==> config.mk <==
export PLATFORM = sky130hd
export DESIGN_NAME = fifo_rp
export DESIGN_NICKNAME = d
export VERILOG_FILES = /design/src/rtl/fifo_rp_pkg.sv /design/src/rtl/fifo_rp_ctrl.sv /design/src/rtl/fifo_rp_store.sv /design/src/rtl/fifo_rp.sv
export SDC_FILE = /design/constraint.sdc
export NUM_CORES = 1
export LEC_CHECK = 0
export ABC_AREA = 1
export BUFFER_PORTS_ARGS = -buffer_cell sky130_fd_sc_hd__buf_4
export CAP_MARGIN = 15
export CORE_ASPECT_RATIO = 0.9
export CORE_MARGIN = 2
export CORE_UTILIZATION = 31
export DETAILED_ROUTE_END_ITERATION = 6
export GPL_TIMING_DRIVEN = 0
export PLACE_DENSITY_LB_ADDON = 0.2
export SETUP_SLACK_MARGIN = 0.1
export SYNTH_ARGS = -nofsm -noshare
export SYNTH_HDL_FRONTEND = slang
export SYNTH_SLANG_ARGS = --single-unit
==> constraint.sdc <==
create_clock -name clk -period 3.04 [get_ports clk]
set_input_delay 0.912 -clock clk [delete_from_list [all_inputs] [get_ports clk]]
set_output_delay 0.912 -clock clk [all_outputs]
set_load 0.03 [all_outputs]
==> src/rtl/fifo_rp_pkg.sv <==
package fifo_rp_pkg;

    // Storage write operation for one cycle.
    typedef enum logic [1:0] {
        WK_IDLE      = 2'd0,
        WK_APPEND    = 2'd1,
        WK_OVERWRITE = 2'd2
    } wr_kind_e;

    // Accepted operations for one cycle.
    typedef struct packed {
        logic push;
        logic over;
        logic pop;
    } acc_t;

    // Ring step forward with an explicit wrap at n-1.
    function automatic int step_fwd(input int p, input int n);
        return (p == n - 1) ? 0 : p + 1;
    endfunction

    // Ring step backward with an explicit wrap to n-1.
    function automatic int step_back(input int p, input int n);
        return (p == 0) ? n - 1 : p - 1;
    endfunction

endpackage

==> src/rtl/fifo_rp_ctrl.sv <==
module fifo_rp_ctrl
    import fifo_rp_pkg::*;
#(
    parameter int DEPTH = 5,
    localparam int PTR_W = (DEPTH > 1) ? $clog2(DEPTH) : 1,
    localparam int LVL_W = $clog2(DEPTH + 1)
) (
    input  logic             clk,
    input  logic             rst,
    input  logic             wr_en,
    input  logic             replace,
    input  logic             rd_en,
    output wr_kind_e         kind,
    output logic [PTR_W-1:0] wr_addr,
    output logic [PTR_W-1:0] rd_addr,
    output logic             pop,
    output logic [LVL_W-1:0] level,
    output logic             readable,
    output logic             writable
);

    logic [PTR_W-1:0] wr_ptr_q;
    logic [PTR_W-1:0] rd_ptr_q;
    logic [LVL_W-1:0] level_q;
    acc_t             acc;

    always_comb begin
        readable = (level_q != '0);
        writable = (level_q != LVL_W'(DEPTH));
        acc.push = wr_en && writable && !replace;
        acc.over = wr_en && replace && readable;
        acc.pop  = rd_en && readable;
        if (acc.push)
            kind = WK_APPEND;
        else if (acc.over)
            kind = WK_OVERWRITE;
        else
            kind = WK_IDLE;
        wr_addr = acc.over ? PTR_W'(step_back(int'(wr_ptr_q), DEPTH)) : wr_ptr_q;
    end

    always_ff @(posedge clk) begin
        if (rst) begin
            wr_ptr_q <= '0;
            rd_ptr_q <= '0;
            level_q  <= '0;
        end else begin
            if (acc.push)
                wr_ptr_q <= PTR_W'(step_fwd(int'(wr_ptr_q), DEPTH));
            if (acc.pop)
                rd_ptr_q <= PTR_W'(step_fwd(int'(rd_ptr_q), DEPTH));
            case ({acc.push, acc.pop})
                2'b10:   level_q <= level_q + LVL_W'(1);
                2'b01:   level_q <= level_q - LVL_W'(1);
                default: level_q <= level_q;
            endcase
        end
    end

    assign rd_addr = rd_ptr_q;
    assign pop     = acc.pop;
    assign level   = level_q;

endmodule

==> src/rtl/fifo_rp_store.sv <==
module fifo_rp_store
    import fifo_rp_pkg::*;
#(
    parameter int WIDTH = 8,
    parameter int DEPTH = 5,
    parameter bit FWFT  = 1'b1,
    localparam int PTR_W = (DEPTH > 1) ? $clog2(DEPTH) : 1
) (
    input  logic             clk,
    input  logic             rst,
    input  wr_kind_e         kind,
    input  logic [PTR_W-1:0] wr_addr,
    input  logic [WIDTH-1:0] din,
    input  logic [PTR_W-1:0] rd_addr,
    input  logic             pop,
    output logic [WIDTH-1:0] dout
);

    logic [WIDTH-1:0] slot_q [DEPTH];

    always_ff @(posedge clk) begin
        if (rst) begin
            for (int i = 0; i < DEPTH; i++)
                slot_q[i] <= '0;
        end else if (kind != WK_IDLE) begin
            slot_q[wr_addr] <= din;
        end
    end

    generate
        if (FWFT) begin : g_fall_through
            logic unused_pop;
            assign unused_pop = pop;
            assign dout = slot_q[rd_addr];
        end else begin : g_registered
            logic [WIDTH-1:0] dout_q;
            always_ff @(posedge clk) begin
                if (rst)
                    dout_q <= '0;
                else if (pop)
                    dout_q <= slot_q[rd_addr];
            end
            assign dout = dout_q;
        end
    endgenerate

endmodule

==> src/rtl/fifo_rp.sv <==
module fifo_rp
    import fifo_rp_pkg::*;
#(
    parameter int WIDTH = 8,
    parameter int DEPTH = 5,
    parameter bit FWFT  = 1'b1,
    localparam int PTR_W = (DEPTH > 1) ? $clog2(DEPTH) : 1,
    localparam int LVL_W = $clog2(DEPTH + 1)
) (
    input  logic             clk,
    input  logic             rst,
    input  logic             wr_en,
    input  logic             replace,
    input  logic [WIDTH-1:0] din,
    output logic             writable,
    input  logic             rd_en,
    output logic [WIDTH-1:0] dout,
    output logic             readable,
    output logic [LVL_W-1:0] level
);

    wr_kind_e         kind;
    logic [PTR_W-1:0] wr_addr;
    logic [PTR_W-1:0] rd_addr;
    logic             pop;

    fifo_rp_ctrl #(.DEPTH(DEPTH)) u_ctrl (
        .clk      (clk),
        .rst      (rst),
        .wr_en    (wr_en),
        .replace  (replace),
        .rd_en    (rd_en),
        .kind     (kind),
        .wr_addr  (wr_addr),
        .rd_addr  (rd_addr),
        .pop      (pop),
        .level    (level),
        .readable (readable),
        .writable (writable)
    );

    fifo_rp_store #(.WIDTH(WIDTH), .DEPTH(DEPTH), .FWFT(FWFT)) u_store (
        .clk     (clk),
        .rst     (rst),
        .kind    (kind),
        .wr_addr (wr_addr),
        .din     (din),
        .rd_addr (rd_addr),
        .pop     (pop),
        .dout    (dout)
    );

endmodule

**Word-level counts from Yosys, hierarchy flattened**

Memories as Yosys holds them, arrays and structs flattened. A register that Yosys moved wholly into a read port is not among the register bits.
Index checks and enable logic that the tools add are counted.

- Add/subtract/negate cells: 5
- Multiplexer cells: 17
- Equal/unequal tests: 5
- Reductions and logical operators: 11

Operators with widths:

| operator | number |
|---|---|
| $mux 3 | 7 |
| $add 3x1->3 const B | 3 |
| $mux 8 | 1 |
| $reduce_or 8->1 | 1 |
| $eq 3x3->1 const B | 2 |
| $mux 1 | 6 |
| $pmux 3 s2 | 1 |
| $sub 3x1->3 const B | 2 |
| $logic_and 1x1->1 | 5 |
| $mux 2 | 2 |
| $reduce_bool 2->1 | 2 |
| $logic_not 3->1 | 1 |
| $ne 3x3->1 const B | 1 |
| $reduce_bool 3->1 | 1 |
| $eq 2x1->1 const B | 1 |
| $eq 2x2->1 const B | 1 |
| $logic_not 1->1 | 1 |

- Bits of input ports: 13
- Output and inout port bits: 13
- Word-level logic and storage cells: 42
- Memory bits (writable): 40
- Bits in registers: 9
- Memories: 1

Memory list:

| memory | words | width | read ports | clocked after memory_dff | wr ports | RTL line | text |
|---|---|---|---|---|---|---|---|
| u_store.slot_q | 5 | 8 | 1 | 1 | 5 | fifo_rp_store.sv:19 | `logic [WIDTH-1:0] slot_q [DEPTH];` |

**Depth between registers and ports, before layout**

Gate-level depths: netlist of the first run.

- Depth in word-level cells: 10
- Depth in mapped cells: 11
- Mapped depth without buffers: 11

**Cells and area by module**

Synthesis of the first run repeated with hierarchy kept, for this count alone.

- Cell total of the unflattened synthesis: 445
- Area total of the unflattened synthesis: 3,819.9 µm²

By module, submodules not included:

| module | area an instance (µm²) | cells each | instances | sequential area each (µm²) |
|---|---|---|---|---|
| fifo_rp_store | 3,161.8 | 351 | 1 | 1,921.8 |
| fifo_rp_ctrl | 658.1 | 94 | 1 | 180.2 |

**Worst setup path before layout of the first run**

No wires, ideal clock.

- Path type: input -> register
- Start: input replace
- End: memory u_store.slot_q[6][0] (enable)
- Buffers on the path: 0
- Required time: 2.657 ns
- Setup time: 0.383 ns
- Stages on the path: 7
- Slack: 0.629 ns
- Data arrival time: 2.028 ns
- Cells stage by stage: nand2_1 > inv_1 > nand2_4 > nand2_1 > nand2_2 > nand2_1 > nor3_1

RTL lines:

| element | RTL line | text |
|---|---|---|
| from (decl) | fifo_rp.sv:13 | `input logic replace,` |
| to (decl) | fifo_rp_store.sv:19 |  |

==> reports/qor.txt, run 1 <==
total power: 3.07 mW
Die ar.: 12300 sq um
Yosys cell types: 23
DRT iter0 DRCs: 136
CTS tree: done
Port Buffer Count: 25
hold depth: 2
WL/cell: 14.1 um
Clock Sinks: 76
CP Max Fanout: 10
Arr. time, crit path: 1840 ps
Worst Max-Slew Pin Slew: 820 ps
core footprint: 11300 sq um
largest net degree at the start of global routing: 14
Starting Density: 31.3%
post-synthesis sequential area ratio: 61.1%
initial antenna violation count: 0
Max Fclk: 0.363 GHz
CTS Buf Count: 9
hold crit path type: flip-flop to flip-flop
Congestion Overflow GR: 0
Tcrit/Tclk final: 90.5%
Final Core Density: 37.3%
Max-Cap Viols: 0
Total Neg Setup Slack: 0 ps
multi-input logic area: 1230 sq um
Hold Crit Start: u_ctrl.rd_addr[1]$_SDFFE_PP0N_
Pleak: 1.73 nW
Mapped Avg Cell Area: 9.60 sq um
CTS clock-pin slew for the worst setup and hold paths: 60 ps
final setup fails: 0
setup ws final: 288 ps
pre-CTS setup slack: 349 ps
minimum clock period: 2750 ps
layout cell share with drive strength beyond 1: 17.5%
drt pass-1 iters: 4
final instance area: 4210 sq um
Post-Layout Cell Count: 568
RSZ-0062 raised after global routing: no
FF+latch area: 2160 sq um
htree depth: 3
hold slack final: 506 ps
PwrDens: 729 nW/um^2
routed vias/inst: 4.52
Area growth syn-to-layout: 18.9%
syn_nets: 389
Post-DRT Antenna Nets: 0
hold-fix buffers at CTS: 0
GRT Overall Usage: 14.2%
Clock Skews: 4.59 ps
first-pass GRT wire length: 13000 um
IO Count: 26
Die W: 117 um
Required @ worst endpoint: 2130 ps
Die Y: 105 um
final hold violation count: 0
Syn Inst Count: 369
Placed Area: 3930 sq um
Slew Limit Headroom: 45.1%
Pins Over Slew Limit: 0
reg2reg end: u_store.slot_q[7][0]$_DFFE_PP_
DRC Markers: 0
crit path kind: flip-flop to output port
Detail Placement HPWL: 5810 um
later-pin clock latency in the skew report: 330 ps
worst r2r path cells: 7
Peak VDD IR: 0.290 mV
WHS Endpoint: u_ctrl.rd_addr[1]$_SDFFE_PP0N_
root buf cell: clkbuf_16
routability congestion estimate from global placement: 0.791
fill count: 1180
Critical Path Source Type: flip-flop
standard-cell rows: 37
layout net count: 427
via total after detailed routing: 2568
YS warnings: 0
run status: finished, final reports clean
vias in the first global route: 2598
final wirelength: 8000 um
Synth Cell Area: 3540 sq um
R2R Setup Slk: 800 ps
Clock Path Buffers: 2
DP Cell Count: 552
R2R Path Start: u_ctrl.wr_ptr_q[0]$_SDFFE_PP0P_
flops & latches, synth: 76
crit path capture type: output port
antenna cells: 0
[worst max path at each step]
stage                         start                        endpoint  slack [ps]  cells past startpoint
final                     flip-flop                         dout[5]         290                      7
after global routing      flip-flop                         dout[3]         140                      7
after floorplan             replace  u_store.slot_q[6][0]$_DFFE_PP_         630                      7
after detailed placement    replace  u_store.slot_q[7][5]$_DFFE_PP_         350                      8
after global placement      replace  u_store.slot_q[6][6]$_DFFE_PP_         -20                      8
after CTS                 flip-flop                         dout[0]         140                      6
[repair_timing]
action,4_1_cts,5_1_grt
setup buffers,0,0
resized for setup,1,12
hold endpoints to repair,0,0
pin swaps,0,0
endpoints found under the setup margin,1,8
[worst max-delay path: stages, from the launching register on]
cell and delay (ps):
dfxtp_1 410, clkbuf_1 430, nor2_1 110, o21ai_0 110, o21ai_0 150, nand2_1 80, nand2_1 50, buf_4 160
[synth_stat cells]
| cell | instances | area share, % |
|---|---|---|
| nand3_1 | 5 | 0.71 |
| dfxtp_1 | 12 | 6.8 |
| nor2_1 | 95 | 10 |
| buf_1 | 1 | 0.11 |
| nand3_2 | 1 | 0.28 |
| ha_1 | 6 | 2.1 |
| nand2_1 | 52 | 5.5 |
| buf_2 | 1 | 0.14 |
| inv_2 | 2 | 0.21 |
| nor2_2 | 3 | 0.53 |
| nor2_4 | 3 | 0.95 |
| a21oi_1 | 12 | 1.7 |
| nand3b_1 | 1 | 0.21 |
| o21ai_0 | 52 | 7.3 |
| o21ai_1 | 4 | 0.57 |
| inv_1 | 27 | 2.9 |
| fa_1 | 1 | 0.57 |
| nor3_1 | 3 | 0.42 |
| clkbuf_1 | 9 | 0.95 |
| nand2_4 | 7 | 2.2 |
| a211oi_1 | 1 | 0.21 |
| edfxtp_1 | 64 | 54 |
| nand2_2 | 7 | 1.2 |
[flip-flops by register name, indices dropped and copies added, names as in the netlist, named ones only]
name,count
u_ctrl.wr_ptr_q,3
u_store.slot_q,64
u_ctrl.level,3
u_ctrl.rd_addr,3
[placed cells by master, fill, tap and decap left out, types with 2 or more instances in the layout]
| master | instances |
|---|---|
| a21oi_1 | 12 |
| buf_2 | 3 |
| buf_4 | 25 |
| clkbuf_1 | 2 |
| clkbuf_16 | 9 |
| clkbuf_2 | 7 |
| clkinv_1 | 2 |
| clkinv_2 | 2 |
| dfxtp_1 | 12 |
| edfxtp_1 | 64 |
| ha_1 | 6 |
| inv_1 | 27 |
| inv_2 | 2 |
| nand2_1 | 52 |
| nand2_2 | 7 |
| nand2_4 | 7 |
| nand3_1 | 5 |
| nor2_1 | 95 |
| nor2_2 | 3 |
| nor2_4 | 3 |
| nor3_1 | 3 |
| o21ai_0 | 52 |
| o21ai_1 | 4 |
[report_power, final]
group,internal (mW),switching [mW],leakage [nW],total [mW]
Combinational,0.276,0.595,0.873,0.871
Clock,0.547,0.415,0.131,0.963
Sequential,1.20,0.0390,0.728,1.24
Total,2.02,1.05,1.73,3.07
[cells by family after synthesis]
kind of cell    Yosys count  synth area share, %
simple gates            177                 22.2
flops                    76                 61.1
compound gates           69                 9.82
buf+inv                  40                 4.28
fa+ha+maj                 7                 2.69
[per-layer routing]
metal	share of wire (%)	wire, um	up-vias	GRT usage (%)
met5	0	0	-	0
met2	49	3890	46	22.8
li1	-	-	1302	-
met3	3.8	300	11	4.26
met4	1.8	142	0	5.55
met1	46	3660	1209	18.0
[cell type report]
class                           count  area share [%]
Tap cell                          156            4.64
Clock inverter                      7            1.01
Timing Repair Buffer               27            4.70
Inverter                           29            2.59
Buffer                             11            1.22
Multi-Input combinational cell    253            29.2
Clock buffer                        9            5.35
Sequential cell                    76            51.4
No activity file was read; power rests on OpenSTA's default activity.
==> inputs of run 2 (changes only) <==
--- a/config.mk
+++ b/config.mk
@@ -8,6 +8,8 @@
 export ABC_AREA = 1
 export BUFFER_PORTS_ARGS = -buffer_cell sky130_fd_sc_hd__buf_4
 export CAP_MARGIN = 15
+export CELL_PAD_IN_SITES_DETAIL_PLACEMENT = 1
+export CELL_PAD_IN_SITES_GLOBAL_PLACEMENT = 1
 export CORE_ASPECT_RATIO = 0.9
 export CORE_MARGIN = 2
 export CORE_UTILIZATION = 31
==> reports/qor.txt, run 2 (synthesized netlist as in run 1, its figures left out) <==
Hold Crit Start: u_ctrl.rd_addr[1]$_SDFFE_PP0N_
final instance area: 4240 sq um
crit path kind: flip-flop to output port
R2R Setup Slk: 670 ps
Top Family by Delay on Critical Path: buffers and inverters
CTS Buf Count: 9
IO Count: 26
Post-DRT Antenna Nets: 0
Die Y: 105 um
Clock Path Buffers: 2
minimum clock period: 2740 ps
most used routing layer: met2
Critical Path Source Type: flip-flop
CP Max Fanout: 10
CP Cell Sequence: clkbuf_1 > nor2_1 > o21ai_0 > o21ai_1 > nand2_1 > nand2_1 > buf_4
reg2reg end: u_store.slot_q[7][1]$_DFFE_PP_
Tcrit/Tclk final: 90.1%
switching part of the total: 33.8%
GRT Overall Usage: 16.4%
hold slack final: 513 ps
Die W: 117 um
Comb pwr share: 28.0%
antenna cells: 0
htree depth: 3
R2R Path Start: u_ctrl.wr_ptr_q[0]$_SDFFE_PP0P_
Worst Max-Slew Pin Slew: 905 ps
final hold violation count: 0
CP dominant cell by count: nand2_1
clock share of power: 33.1%
setup ws final: 300 ps
core footprint: 11300 sq um
CP max-delay cell: clkbuf_1
routed vias/inst: 4.67
largest net degree at the start of global routing: 14
vias in the first global route: 2863
pre-CTS setup slack: 164 ps
Detail Placement HPWL: 6670 um
Arr. time, crit path: 1830 ps
crit-path max cell delay: 440 ps
final setup fails: 0
Sw Pwr: 1.08 mW
root buf cell: clkbuf_16
DRC Markers: 0
Seq pwr share: 38.9%
layout cell share with drive strength beyond 1: 17.5%
Peak VDD IR: 0.254 mV
WL/cell: 16.2 um
later-pin clock latency in the skew report: 330 ps
final wirelength: 9200 um
Pleak: 1.74 nW
Clock Sinks: 76
Port Buffer Count: 25
run status: finished, final reports clean
PwrDens: 751 nW/um^2
initial antenna violation count: 0
CTS tree: done
RSZ-0062 raised after global routing: no
CTS clock-pin slew for the worst setup and hold paths: 60 ps
Required @ worst endpoint: 2130 ps
layout net count: 427
Max-Cap Viols: 0
Area growth syn-to-layout: 19.6%
M1 GR Usage: 19.4%
Pins Over Slew Limit: 0
first-pass GRT wire length: 15000 um
hold-fix buffers at CTS: 0
Post-CTS Setup Bufs: 0
Starting Density: 31.3%
crit path capture type: output port
via total after detailed routing: 2648
commonest non-fill, non-tap cell in the layout: nor2_1
internal power: 2.11 mW
Max Fclk: 0.365 GHz
fill count: 1349
worst r2r path cells: 7
DRT iter0 DRCs: 90
max reg flops: 64
Top reg by flops: u_store.slot_q
M3 GR Usage: 4.66%
hold depth: 2
met2 Use GR: 28.0%
Placed Area: 3940 sq um
Die ar.: 12300 sq um
Clock Skews: 6.12 ps
Congestion Overflow GR: 0
WHS Endpoint: u_ctrl.rd_addr[1]$_SDFFE_PP0N_
Total Neg Setup Slack: 0 ps
standard-cell rows: 37
hold crit path type: flip-flop to flip-flop
drt pass-1 iters: 4
Slew Limit Headroom: 39.4%
most frequent cells in the layout: nor2_1 (95), edfxtp_1 (64), nand2_1 (52), o21ai_0 (52)
worst path bufs/invs: 2
routability congestion estimate from global placement: 0.761
run 2: cell types whose count changed in the layout (fill, tap and decap cells not counted), sizes merged:
cell / previous run / this run
clkinv: 5 / 3
bufinv: 0 / 1
run 2: worst register-to-register path, stage by stage (launching register included):
cell and delay (ps):
dfxtp_1 360, inv_1 130, ha_1 280, o21ai_0 190
nand3_1 110, nand2_2 130, nand2_1 90, nor2_1 700
run 2: cell type report:
class,instances,area [sq um],share of cell area (%)
buffer,11,51.3,1.21
clock inverter,6,63.8,1.51
clock buffer,9,225,5.32
timing repair buffer,27,203,4.78
sequential,76,2160,51.0
multi-input combinational,253,1230,29.0
tap,156,195,4.61
inverter,29,109,2.57
run 2: how the worst max path moves through the flow:
stage,from,end,depth (start not counted)
detailed placement,replace,u_store.slot_q[7][3]$_DFFE_PP_,7
global placement,replace,u_store.slot_q[6][6]$_DFFE_PP_,7
finish,flip-flop,dout[0],7
global route,flip-flop,dout[0],7
floorplan,replace,u_store.slot_q[6][0]$_DFFE_PP_,7
CTS,flip-flop,dout[4],6
run 2: power by group through the flow:
stage / registers [mW] / logic, mW / clock network, mW
2_1_floorplan: 1.27 / 0.568 / 0
3_3_place_gp: 1.26 / 0.880 / 0
3_5_place_dp: 1.26 / 0.899 / 0
4_1_cts: 1.24 / 0.906 / 1.08
5_1_grt: 1.25 / 1.00 / 1.12
6_report: 1.24 / 0.891 / 1.05
run 2: layer usage:
layer | up-vias | share of wire, %
met1 | 1290 | 44
met5 | - | 0
met2 | 40 | 50
li1 | 1301 | -
met3 | 17 | 4.4
met4 | 0 | 2.5
run 2: repair_timing:
action	CTS	global route
gates cloned	0	0
resized for setup	2	10
setup endpoints to repair	4	8
run 2: stage by stage:
step	cells	utilization (%)	total power, mW
after detailed placement	552	34.9	2.16
after global routing	567	37.5	3.37
after CTS	567	37.5	3.22
final	567	37.5	3.18
after global placement	550	34.7	2.14
after floorplan	369	-	1.84
==> inputs of run 3 (changes only) <==
--- a/config.mk
+++ b/config.mk
@@ -15,7 +15,7 @@
 export CORE_UTILIZATION = 31
 export DETAILED_ROUTE_END_ITERATION = 6
 export GPL_TIMING_DRIVEN = 0
-export PLACE_DENSITY_LB_ADDON = 0.2
+export PLACE_DENSITY = 0.6
 export SETUP_SLACK_MARGIN = 0.1
 export SYNTH_ARGS = -nofsm -noshare
 export SYNTH_HDL_FRONTEND = slang
==> reports/qor.txt, run 3 (synthesized netlist as in run 1, its figures left out) <==
final hold violation count: 0
Port Buffer Count: 25
CP max-delay cell: dfxtp_1
initial antenna violation count: 0
total power: 3.36 mW
CTS clock-pin slew for the worst setup and hold paths: 60 ps
run status: finished, final reports clean
Arr. time, crit path: 1810 ps
CTS Buf Count: 9
Hold Crit Start: u_ctrl.rd_addr[1]$_SDFFE_PP0N_
Max Fclk: 0.367 GHz
crit path kind: flip-flop to output port
PwrDens: 784 nW/um^2
IO Count: 26
worst r2r path cells: 7
Top Family by Delay on Critical Path: buffers and inverters
minimum clock period: 2720 ps
CP Cell Sequence: inv_1 > clkbuf_2 > o21ai_0 > o21ai_0 > nand2_1 > nand2_1 > buf_4
later-pin clock latency in the skew report: 340 ps
final setup fails: 0
routed vias/inst: 4.67
routability congestion estimate from global placement: 0.759
CP Max Fanout: 10
htree depth: 3
Clock Sinks: 76
hold depth: 2
Sw Pwr: 1.08 mW
Die ar.: 12300 sq um
Comb pwr share: 26.5%
core footprint: 11300 sq um
reg2reg end: u_store.slot_q[7][4]$_DFFE_PP_
commonest non-fill, non-tap cell in the layout: nor2_1
DRT iter0 DRCs: 126
Area growth syn-to-layout: 21.0%
Total Neg Setup Slack: 0 ps
Detail Placement HPWL: 6380 um
Pins Over Slew Limit: 0
via total after detailed routing: 2643
DRC Markers: 0
Pleak: 1.76 nW
switching part of the total: 32.2%
crit-path max cell delay: 430 ps
antenna cells: 0
layout cell share with drive strength beyond 1: 17.8%
Max-Cap Viols: 0
layout net count: 425
CTS tree: done
R2R Path Start: u_ctrl.wr_ptr_q[0]$_SDFFE_PP0P_
Critical Path Source Type: flip-flop
Clock Skews: 6.74 ps
max reg flops: 64
largest net degree at the start of global routing: 14
Seq pwr share: 36.8%
WP depth: 7
Congestion Overflow GR: 0
Peak VDD IR: 0.305 mV
Clock Path Buffers: 2
RSZ-0062 raised after global routing: no
Top reg by flops: u_store.slot_q
vias in the first global route: 2750
Starting Density: 31.3%
WL/cell: 15.9 um
Post-DRT Antenna Nets: 0
first-pass GRT wire length: 14400 um
R2R Setup Slk: 610 ps
Required @ worst endpoint: 2130 ps
final wirelength: 8970 um
Tcrit/Tclk final: 89.6%
root buf cell: clkbuf_16
Worst Max-Slew Pin Slew: 965 ps
Die Y: 105 um
drt pass-1 iters: 4
internal power: 2.28 mW
worst path bufs/invs: 3
GRT Overall Usage: 15.7%
hold crit path type: flip-flop to flip-flop
hold slack final: 519 ps
standard-cell rows: 37
hold-fix buffers at CTS: 0
Final Core Density: 37.9%
most frequent cells in the layout: nor2_1 (95), edfxtp_1 (64), nand2_1 (52), o21ai_0 (52), inv_1 (27)
clock share of power: 36.7%
Slew Limit Headroom: 35.4%
Die W: 117 um
crit path capture type: output port
==> run 3: cell types whose count changed in the layout (fill, tap and decap cells not counted), moves of 2 or more <==
cell,before,now
buf_4,27,25
bufinv_16,1,3
nor3_1,3,1
nor3_2,0,2
==> run 3: through the flow <==
| step | cells | worst slack, ps | instance area [sq um] |
|---|---|---|---|
| finish | 566 | 316 | 4280 |
| global route | 566 | 138 | 4280 |
| CTS | 566 | 113 | 4280 |
| detailed placement | 550 | 189 | 3930 |
| global placement | 550 | -214 | 3920 |
| floorplan | 369 | 629 | 3540 |
==> run 3: power by group through the flow <==
stage / clock (mW) / combinational [mW] / sequential (mW)
2_1_floorplan: 0 / 0.568 / 1.27
3_3_place_gp: 0 / 0.879 / 1.26
3_5_place_dp: 0 / 0.892 / 1.26
4_1_cts: 1.25 / 0.900 / 1.24
5_1_grt: 1.28 / 0.996 / 1.25
6_report: 1.23 / 0.890 / 1.24
==> run 3: worst max path at each step <==
stage / slack, ps / start / endpoint
finish: 320 / flip-flop / dout[4]
global route: 140 / flip-flop / dout[7]
CTS: 110 / flip-flop / dout[7]
detailed placement: 190 / replace / u_store.slot_q[7][3]$_DFFE_PP_
global placement: -210 / replace / u_store.slot_q[6][3]$_DFFE_PP_
floorplan: 630 / replace / u_store.slot_q[6][0]$_DFFE_PP_
==> run 3: per-layer routing <==
metal / track usage (%) / part of all wire, % / wire [um] / vias up
li1: - / - / - / 1293
met5: 0 / 0 / 0 / -
met2: 26.4 / 49 / 4440 / 50
met3: 3.68 / 3.8 / 340 / 17
met1: 19.7 / 45 / 4010 / 1283
met4: 5.71 / 2.1 / 186 / 0
==> run 3: cell type report <==
cell class              instances  area [sq um]
flip-flops and latches         76          2160
fillers                      1334          7010
repair buffers                 25           188
inverters                      29           109
clock buffers                   9           225
well taps                     156           195
plain buffers                  11          52.6
multi-input cells             253          1240
clock inverters                 7           114
==> run 3: worst register-to-register path, stage by stage, from the launching register on <==
cell     delay (ps)
dfxtp_1         360
inv_1           130
ha_1            270
o21ai_0         190
nand3_1         120
nand2_2         140
nand2_1         100
nor2_1          750
==> run 3: timing repair <==
item | 4_1_cts | 5_1_grt
setup buffers | 0 | 0
endpoints found under the setup margin | 4 | 8
resized for setup | 2 | 12
